`config.mk`:
```
export PLATFORM = sky130hd
export DESIGN_NAME = aout_bus_regs
export DESIGN_NICKNAME = d
export VERILOG_FILES = /design/src/rtl/aout_pkg.sv /design/src/rtl/aout_decode.sv /design/src/rtl/aout_irq_flag.sv /design/src/rtl/aout_dac_bank.sv /design/src/rtl/aout_bus_regs.sv
export SDC_FILE = /design/constraint.sdc
export NUM_CORES = 1
export LEC_CHECK = 0
export ABC_AREA = 1
export ABC_CLOCK_PERIOD_IN_PS = 1900
export BUFFER_PORTS_ARGS = -buffer_cell sky130_fd_sc_hd__buf_2
export CAP_MARGIN = 10
export CORE_ASPECT_RATIO = 0.9
export CORE_UTILIZATION = 50
export CTS_CLUSTER_DIAMETER = 100
export DETAILED_ROUTE_END_ITERATION = 8
export HOLD_SLACK_MARGIN = 0.15
export PLACE_DENSITY = 0.9
export SYNTH_ARGS = -nofsm -noshare
export SYNTH_HDL_FRONTEND = slang
export SYNTH_SLANG_ARGS = --single-unit
```
`constraint.sdc`:
```
create_clock -name clk -period 1.9 [get_ports clk]
set_clock_uncertainty 0.2 [all_clocks]
set_input_delay 0.095 -clock clk [delete_from_list [all_inputs] [get_ports clk]]
set_output_delay 0.095 -clock clk [all_outputs]
set_load 0.005 [all_outputs]
```
`src/rtl/aout_pkg.sv`:
```
package aout_pkg;
    localparam int WORD_W = 16;
    localparam int DIO_W  = 8;

    // word offsets (byte offset >> 1)
    localparam logic [3:0] W_DIO  = 4'd0;
    localparam logic [3:0] W_CFG2 = 4'd1;
    localparam logic [3:0] W_CFG3 = 4'd2;
    localparam logic [3:0] W_CFG1 = 4'd5;
    localparam logic [3:0] W_DAC0 = 4'd6;

    localparam int BANK_BIT = 7;
    localparam int EN_TC    = 11;
    localparam int EN_INT1  = 14;
    localparam int EN_INT2  = 15;
    localparam int OE_LO    = 2;
    localparam int OE_HI    = 3;

    typedef struct packed {
        logic       wr_dio;
        logic       wr_cfg1;
        logic       wr_cfg2;
        logic       wr_cfg3;
        logic       clr_tc;
        logic       clr_int1;
        logic       clr_int2;
        logic       fifo_wr;
        logic       fifo_clr;
        logic       dac_we;
        logic [3:0] dac_idx;
    } hit_t;

    typedef struct packed {
        logic [WORD_W-1:0] cfg1;
        logic [WORD_W-1:0] cfg2;
        logic [WORD_W-1:0] cfg3;
        logic [DIO_W-1:0]  dout;
        logic              stb_tc;
        logic              stb_int1;
        logic              stb_int2;
        logic              stb_fwr;
        logic              stb_fclr;
    } ctl_t;
endpackage

```
`src/rtl/aout_decode.sv`:
```
module aout_decode
    import aout_pkg::*;
#(
    parameter int NUM_CH = 6
) (
    input  logic [4:0] addr,
    input  logic       wr,
    input  logic       rd,
    input  logic       bank,
    output hit_t       hit
);
    logic [3:0] word;
    logic [3:0] idx;

    assign word = addr[4:1];
    assign idx  = word - W_DAC0;

    always_comb begin
        hit = '0;
        hit.dac_idx = idx;
        if (wr) begin
            unique case (word)
                W_DIO:   begin hit.wr_dio  = !bank; hit.clr_tc   = bank; end
                W_CFG2:  begin hit.wr_cfg2 = !bank; hit.clr_int1 = bank; end
                W_CFG3:  begin hit.wr_cfg3 = !bank; hit.clr_int2 = bank; end
                W_CFG1:  hit.wr_cfg1 = 1'b1;
                default: begin
                    if (word >= W_DAC0) begin
                        if (idx == 4'd0 && !bank) begin
                            hit.fifo_wr = 1'b1;
                        end else if (32'(idx) < NUM_CH) begin
                            hit.dac_we = 1'b1;
                        end
                    end
                end
            endcase
        end
        if (rd && word == W_DAC0) begin
            hit.fifo_clr = 1'b1;
        end
    end
endmodule

```
`src/rtl/aout_irq_flag.sv`:
```
module aout_irq_flag (
    input  logic clk,
    input  logic rst_n,
    input  logic enable,
    input  logic event_in,
    input  logic clear,
    output logic flag
);
    logic flag_d, flag_q;

    always_comb begin
        flag_d = (flag_q && !clear) || (event_in && enable);
    end

    always_ff @(posedge clk) begin
        if (!rst_n) flag_q <= 1'b0;
        else        flag_q <= flag_d;
    end

    assign flag = flag_q;
endmodule

```
`src/rtl/aout_dac_bank.sv`:
```
module aout_dac_bank #(
    parameter int NUM_CH = 6,
    parameter int DAC_W  = 12
) (
    input  logic                    clk,
    input  logic                    rst_n,
    input  logic                    we,
    input  logic [3:0]              idx,
    input  logic [DAC_W-1:0]        wdata,
    output logic [NUM_CH*DAC_W-1:0] codes
);
    for (genvar ch = 0; ch < NUM_CH; ch++) begin : g_ch
        logic [DAC_W-1:0] code_d, code_q;

        always_comb begin
            code_d = code_q;
            if (we && 32'(idx) == ch) begin
                // two's complement to offset binary
                code_d = {~wdata[DAC_W-1], wdata[DAC_W-2:0]};
            end
        end

        always_ff @(posedge clk) begin
            if (!rst_n) code_q <= '0;
            else        code_q <= code_d;
        end

        assign codes[ch*DAC_W +: DAC_W] = code_q;
    end
endmodule

```
`src/rtl/aout_bus_regs.sv`:
```
module aout_bus_regs
    import aout_pkg::*;
#(
    parameter int NUM_CH = 6,
    parameter int DAC_W  = 12
) (
    input  logic                    clk,
    input  logic                    rst_n,
    input  logic [4:0]              bus_addr,
    input  logic                    bus_wr,
    input  logic                    bus_rd,
    input  logic [15:0]             bus_wdata,
    output logic [15:0]             bus_rdata,
    input  logic [7:0]              din_pins,
    input  logic                    ev_tc,
    input  logic                    ev_int1,
    input  logic                    ev_int2,
    input  logic                    fifo_half,
    input  logic                    fifo_empty,
    input  logic                    fifo_full,
    input  logic                    prom_bit,
    output logic [15:0]             cfg1_val,
    output logic [15:0]             cfg2_val,
    output logic [15:0]             cfg3_val,
    output logic [7:0]              dout_val,
    output logic [7:0]              dout_oe,
    output logic [NUM_CH*DAC_W-1:0] dac_codes,
    output logic [2:0]              int_flags,
    output logic                    tc_clr_stb,
    output logic                    int1_clr_stb,
    output logic                    int2_clr_stb,
    output logic                    fifo_wr_stb,
    output logic                    fifo_clr_stb
);
    localparam int HALF = DIO_W / 2;

    ctl_t ctl_d, ctl_q;
    hit_t hit;

    aout_decode #(.NUM_CH(NUM_CH)) u_decode (
        .addr (bus_addr),
        .wr   (bus_wr),
        .rd   (bus_rd),
        .bank (ctl_q.cfg1[BANK_BIT]),
        .hit  (hit)
    );

    logic [2:0] flag_en, flag_ev, flag_clr;
    assign flag_en  = {ctl_q.cfg1[EN_INT2], ctl_q.cfg1[EN_INT1], ctl_q.cfg1[EN_TC]};
    assign flag_ev  = {ev_int2, ev_int1, ev_tc};
    assign flag_clr = {hit.clr_int2, hit.clr_int1, hit.clr_tc};

    for (genvar f = 0; f < 3; f++) begin : g_flag
        aout_irq_flag u_flag (
            .clk      (clk),
            .rst_n    (rst_n),
            .enable   (flag_en[f]),
            .event_in (flag_ev[f]),
            .clear    (flag_clr[f]),
            .flag     (int_flags[f])
        );
    end

    aout_dac_bank #(.NUM_CH(NUM_CH), .DAC_W(DAC_W)) u_dacs (
        .clk   (clk),
        .rst_n (rst_n),
        .we    (hit.dac_we),
        .idx   (hit.dac_idx),
        .wdata (bus_wdata[DAC_W-1:0]),
        .codes (dac_codes)
    );

    always_comb begin
        ctl_d          = ctl_q;
        ctl_d.stb_tc   = hit.clr_tc;
        ctl_d.stb_int1 = hit.clr_int1;
        ctl_d.stb_int2 = hit.clr_int2;
        ctl_d.stb_fwr  = hit.fifo_wr;
        ctl_d.stb_fclr = hit.fifo_clr;
        if (hit.wr_cfg1) ctl_d.cfg1 = bus_wdata;
        if (hit.wr_cfg2) ctl_d.cfg2 = bus_wdata;
        if (hit.wr_cfg3) ctl_d.cfg3 = bus_wdata;
        if (hit.wr_dio)  ctl_d.dout = bus_wdata[DIO_W-1:0];
    end

    always_ff @(posedge clk) begin
        if (!rst_n) ctl_q <= '0;
        else        ctl_q <= ctl_d;
    end

    always_comb begin
        bus_rdata = '0;
        unique case (bus_addr[4:1])
            W_DIO:   bus_rdata[DIO_W-1:0] = din_pins;
            W_CFG1:  bus_rdata[6:0] = {fifo_half, fifo_empty, fifo_full,
                                       int_flags[2], int_flags[1], int_flags[0], prom_bit};
            default: bus_rdata = '0;
        endcase
    end

    assign cfg1_val     = ctl_q.cfg1;
    assign cfg2_val     = ctl_q.cfg2;
    assign cfg3_val     = ctl_q.cfg3;
    assign dout_val     = ctl_q.dout;
    assign dout_oe      = {{HALF{ctl_q.cfg3[OE_HI]}}, {HALF{ctl_q.cfg3[OE_LO]}}};
    assign tc_clr_stb   = ctl_q.stb_tc;
    assign int1_clr_stb = ctl_q.stb_int1;
    assign int2_clr_stb = ctl_q.stb_int2;
    assign fifo_wr_stb  = ctl_q.stb_fwr;
    assign fifo_clr_stb = ctl_q.stb_fclr;
endmodule

```
==> impl_results.md <==
* Run status: finished clean
* Type of the tightest min-delay check: in2reg
* Sequential fraction of the synthesis area at 46.9%
* Die outline width at roughly 120 um
* Type of the worst setup path: in2reg
* Average wire per standard cell at ~16 um
* Switching power as a share of total power at 24.2%
* Endpoint of the most critical register-to-register path: g_flag[2].u_flag.flag$_SDFF_PN0_
* Slew @ Worst Pin at about 580 ps
* Overall track demand over capacity in global routing at a little under a third
* Crit path capture type: flop
* Number of max-slew violations in the final report at 0
* Startpoint Class: input pin
* Cell-internal power at 0.00530 W
* Design area at ~8000 um2
* Count of final setup violators at 0
* Total standard cell area after synthesis at around 5800 um2
* First-pass iteration count of the detailed router at 7
* Total number of vias at between 6,000 and 7,000
* GRT overflow at 0
* Minimum clock period at around 1800 ps
* Root buf cell: sky130_fd_sc_hd__clkbuf_16
* Min Hold Slack at 105 ps
* Seq pwr share at about two fifths
* Max Clock Freq at 544 MHz
* Worst supply voltage drop on vdd at roughly 750 uV
* Diodes inserted at 0
* Normalized max-slew margin at 61.3%
* Share of layout cells above drive strength 1 at between 30% and 40%
* Area growth from synthesis to final layout at 37.5%
* I/O Pins at 200
* Detail Placement HPWL at around 11 mm
* Total placed instance area at 6860 um2
* Clock Sinks at about 140
* Starting density of the core at 52.4%
* Synth Register Bits at 136
* DIE HEIGHT at ~100 um
* Static leakage at between 3 and 4 nW
* CTS H-tree depth at 4
* Critical Path End: cfg1_val[1]$_SDFFE_PN0P_
* Total routed wirelength at between 15 and 20 mm
* Synthesized netlist cell count at ~760
* Routed vias/inst at 5.54
* Clk pin slew, worst setup/hold paths at approximately 60 ps
* Register-to-register path setup slack at ~150 ps
* Post-route clock period utilization at between 90 and 100%
* Number of global-route vias before repair at 5,488
* Floorplan die area at 12,000 um2
* Layout filler cell count at 829
* Proportion of power drawn by combinational gates at a little under a tenth
* PortBufs at 190
* Hold Vio Cnt, Final at 0
* Crit Path Max Fanout at 5
* Worst setup path startpoint: bus_addr[2]
* Clock tree from TritonCTS: done
* Skew-Pair Late Insertion Delay at between 400 and 500 ps
* Number of max-cap violations at 0
* Overall power at approximately 0.007 W
* Library cells used by synthesis at 24
* Power per Cell Area at roughly 880 nW/um2
* Share of power burned in the clock network at just under 50%
* Global-route wire length before repair at roughly 28 mm
* Count of warnings emitted by yosys at 0
* Worst endpoint required time at roughly 2000 ps
* Placeable core region at 11,100 um2
* Number of buffers created by CTS at 17
* Number of DRC markers after the initial detailed-route iteration at 624
* Reg-to-Reg Start: cfg1_val[7]$_SDFFE_PN0P_
* DRC violations left at 0
* Post-synthesis area per instance at about 7.7 um2
* Crit path arrival time at between 1500 and 2000 ps
* Number of antenna violations at the first check in global routing at 0
* Row Count at 36
* Net switching power at 0.00169 W
* Clock tree buffer depth at 2
* Summed negative setup slack over all endpoints at 0 ps
* Reg2Reg Depth at 6
* Routability Congestion at 0.881
* Antenna Violating Nets Remaining at 0
* Largest net degree at the start of global routing at 71
* Number of nets in the final layout at 1,005
-- worst max-delay path, stage by stage --
cell and delay (ps):
sky130_fd_sc_hd__buf_2 120, sky130_fd_sc_hd__buf_4 140, sky130_fd_sc_hd__inv_2 110, sky130_fd_sc_hd__nand2_1 140, sky130_fd_sc_hd__nor2_1 220, sky130_fd_sc_hd__buf_4 180, sky130_fd_sc_hd__dlygate4sd3_1 680, sky130_fd_sc_hd__nand3_1 110
sky130_fd_sc_hd__a21oi_1 170
-- registers in the layout (all words and copies together), names as in the netlist --
signal	flops
cfg3_val	16
g_flag.u_flag.flag	3
fifo_clr_stb	1
dout_val	8
cfg1_val	16
fifo_wr_stb	1
u_dacs.g_ch.code_q	72
tc_clr_stb	1
cfg2_val	16
int2_clr_stb	1
int1_clr_stb	1
-- layer usage --
layer	wire, um	share of wire (%)	global-route usage, %	up-vias
met5	0	0	0	-
met2	9170	49	49.2	359
met3	1610	8.7	5.83	51
li1	-	-	-	2893
met1	7270	39	38.0	2942
met4	510	2.7	13.4	0
-- kinds of logic (layout without fill, tap and decap cells) --
group,after synthesis,after routing,share of synthesized area [%]
DFF,136,136,46.9
buffers and inverters,103,317,9.83
other,1,8,0.0646
adders and majority gates,1,1,0.216
AOI/OAI and AO/OA,148,148,15.9
and+or+nand+nor,366,366,27.1
-- power groups by stage --
stage               clock (W)  sequential, W  combinational, W
finish                0.00343        0.00290          0.000652
global route          0.00358        0.00291          0.000699
CTS                   0.00344        0.00290          0.000600
detailed placement          0        0.00296          0.000541
global placement            0        0.00296          0.000533
floorplan                   0        0.00296          0.000338
-- synthesized netlist by cell type --
cell type                    n  area (um2)
sky130_fd_sc_hd__a21oi_1    92         460
sky130_fd_sc_hd__nor2_1     86         323
sky130_fd_sc_hd__inv_2       2        7.51
sky130_fd_sc_hd__conb_1      1        3.75
sky130_fd_sc_hd__o21ai_0     8        40.0
sky130_fd_sc_hd__ha_1        1        12.5
sky130_fd_sc_hd__nand3_1   123         616
sky130_fd_sc_hd__nor2_4      1        11.3
sky130_fd_sc_hd__nor3_1      1        5.00
sky130_fd_sc_hd__nand2_1   147         552
sky130_fd_sc_hd__nor2_2      4        25.0
sky130_fd_sc_hd__a21oi_2    41         359
sky130_fd_sc_hd__nand3_2     1        10.0
sky130_fd_sc_hd__inv_1      22        82.6
sky130_fd_sc_hd__clkbuf_1   23        86.3
sky130_fd_sc_hd__buf_6       3        33.8
sky130_fd_sc_hd__buf_8       4        60.1
sky130_fd_sc_hd__a22o_1      7        61.3
sky130_fd_sc_hd__dfxtp_1   136        2720
sky130_fd_sc_hd__buf_1       3        11.3
sky130_fd_sc_hd__nor3_2      3        30.0
sky130_fd_sc_hd__buf_2      21         105
sky130_fd_sc_hd__buf_4      24         180
sky130_fd_sc_hd__clkinv_1    1        3.75
-- stage by stage --
stage | std cells | setup WS (ps) | utilization, %
detailed placement | 1053 | 18.4 | 61.9
CTS | 1124 | 10.4 | 71.1
finish | 1128 | 63.0 | 72.0
floorplan | 762 | 304 | -
global route | 1128 | -1.45 | 72.0
global placement | 1053 | 54.6 | 61.9
-- layout by cell type (no fill, tap or decap) --
cell                             synthesis  routed
sky130_fd_sc_hd__nand3_1               123     122
sky130_fd_sc_hd__inv_2                   2       2
sky130_fd_sc_hd__buf_16                  0       1
sky130_fd_sc_hd__nor3_4                  0       2
sky130_fd_sc_hd__buf_4                  24      16
sky130_fd_sc_hd__nand3_2                 1       2
sky130_fd_sc_hd__clkbuf_8                0       3
sky130_fd_sc_hd__dfxtp_1               136     136
sky130_fd_sc_hd__inv_6                   0       2
sky130_fd_sc_hd__a21oi_1                92      92
sky130_fd_sc_hd__clkinv_2                0       3
sky130_fd_sc_hd__a22o_1                  7       7
sky130_fd_sc_hd__clkinv_1                1       1
sky130_fd_sc_hd__buf_2                  21     190
sky130_fd_sc_hd__nand2_2                 0       1
sky130_fd_sc_hd__buf_12                  0      11
sky130_fd_sc_hd__a21oi_2                41      41
sky130_fd_sc_hd__nor3_2                  3       1
sky130_fd_sc_hd__inv_1                  22      22
sky130_fd_sc_hd__conb_1                  1       8
sky130_fd_sc_hd__nor2_4                  1       1
sky130_fd_sc_hd__o21ai_0                 8       8
sky130_fd_sc_hd__nand2_1               147     146
sky130_fd_sc_hd__nor2_2                  4       6
sky130_fd_sc_hd__buf_6                   3       1
sky130_fd_sc_hd__dlygate4sd3_1           0      38
sky130_fd_sc_hd__clkbuf_16               0      20
sky130_fd_sc_hd__bufinv_16               0       3
sky130_fd_sc_hd__nor3_1                  1       1
sky130_fd_sc_hd__dlymetal6s4s_1          0       1
sky130_fd_sc_hd__ha_1                    1       1
sky130_fd_sc_hd__nor2_1                 86      84
sky130_fd_sc_hd__clkinvlp_4              0       3
-- how the worst min path moves through the flow --
stage                           start                          endpoint  slack, ps  depth (start not counted)
after detailed placement        ev_tc  g_flag[0].u_flag.flag$_SDFF_PN0_        160                          3
final                     bus_addr[3]            fifo_wr_stb$_SDFF_PP0_        110                          5
after CTS                 bus_addr[3]             tc_clr_stb$_SDFF_PN0_        160                          7
after floorplan                bus_rd           fifo_clr_stb$_SDFF_PN0_         30                          2
after global placement          ev_tc  g_flag[0].u_flag.flag$_SDFF_PN0_        150                          3
after global routing      bus_addr[3]            fifo_wr_stb$_SDFF_PP0_        220                          5
-- layout make-up --
| type | instances | area (um2) | area share, % |
|---|---|---|---|
| Multi-Input combinational cell | 523 | 2560 | 32.1 |
| Sequential cell | 136 | 2720 | 34.1 |
| Tap cell | 152 | 190 | 2.38 |
| Clock buffer | 20 | 467 | 5.85 |
| Timing Repair Buffer | 261 | 1800 | 22.5 |
| Clock inverter | 11 | 145 | 1.82 |
| Inverter | 25 | 93.8 | 1.18 |
-- repair_timing --
action	CTS	global route
setup buffers	0	2
endpoints found under the hold margin	136	2
hold buffers	40	3
setup endpoints to repair	0	88
resized for setup	0	5
(Power assumes the default switching activity.)
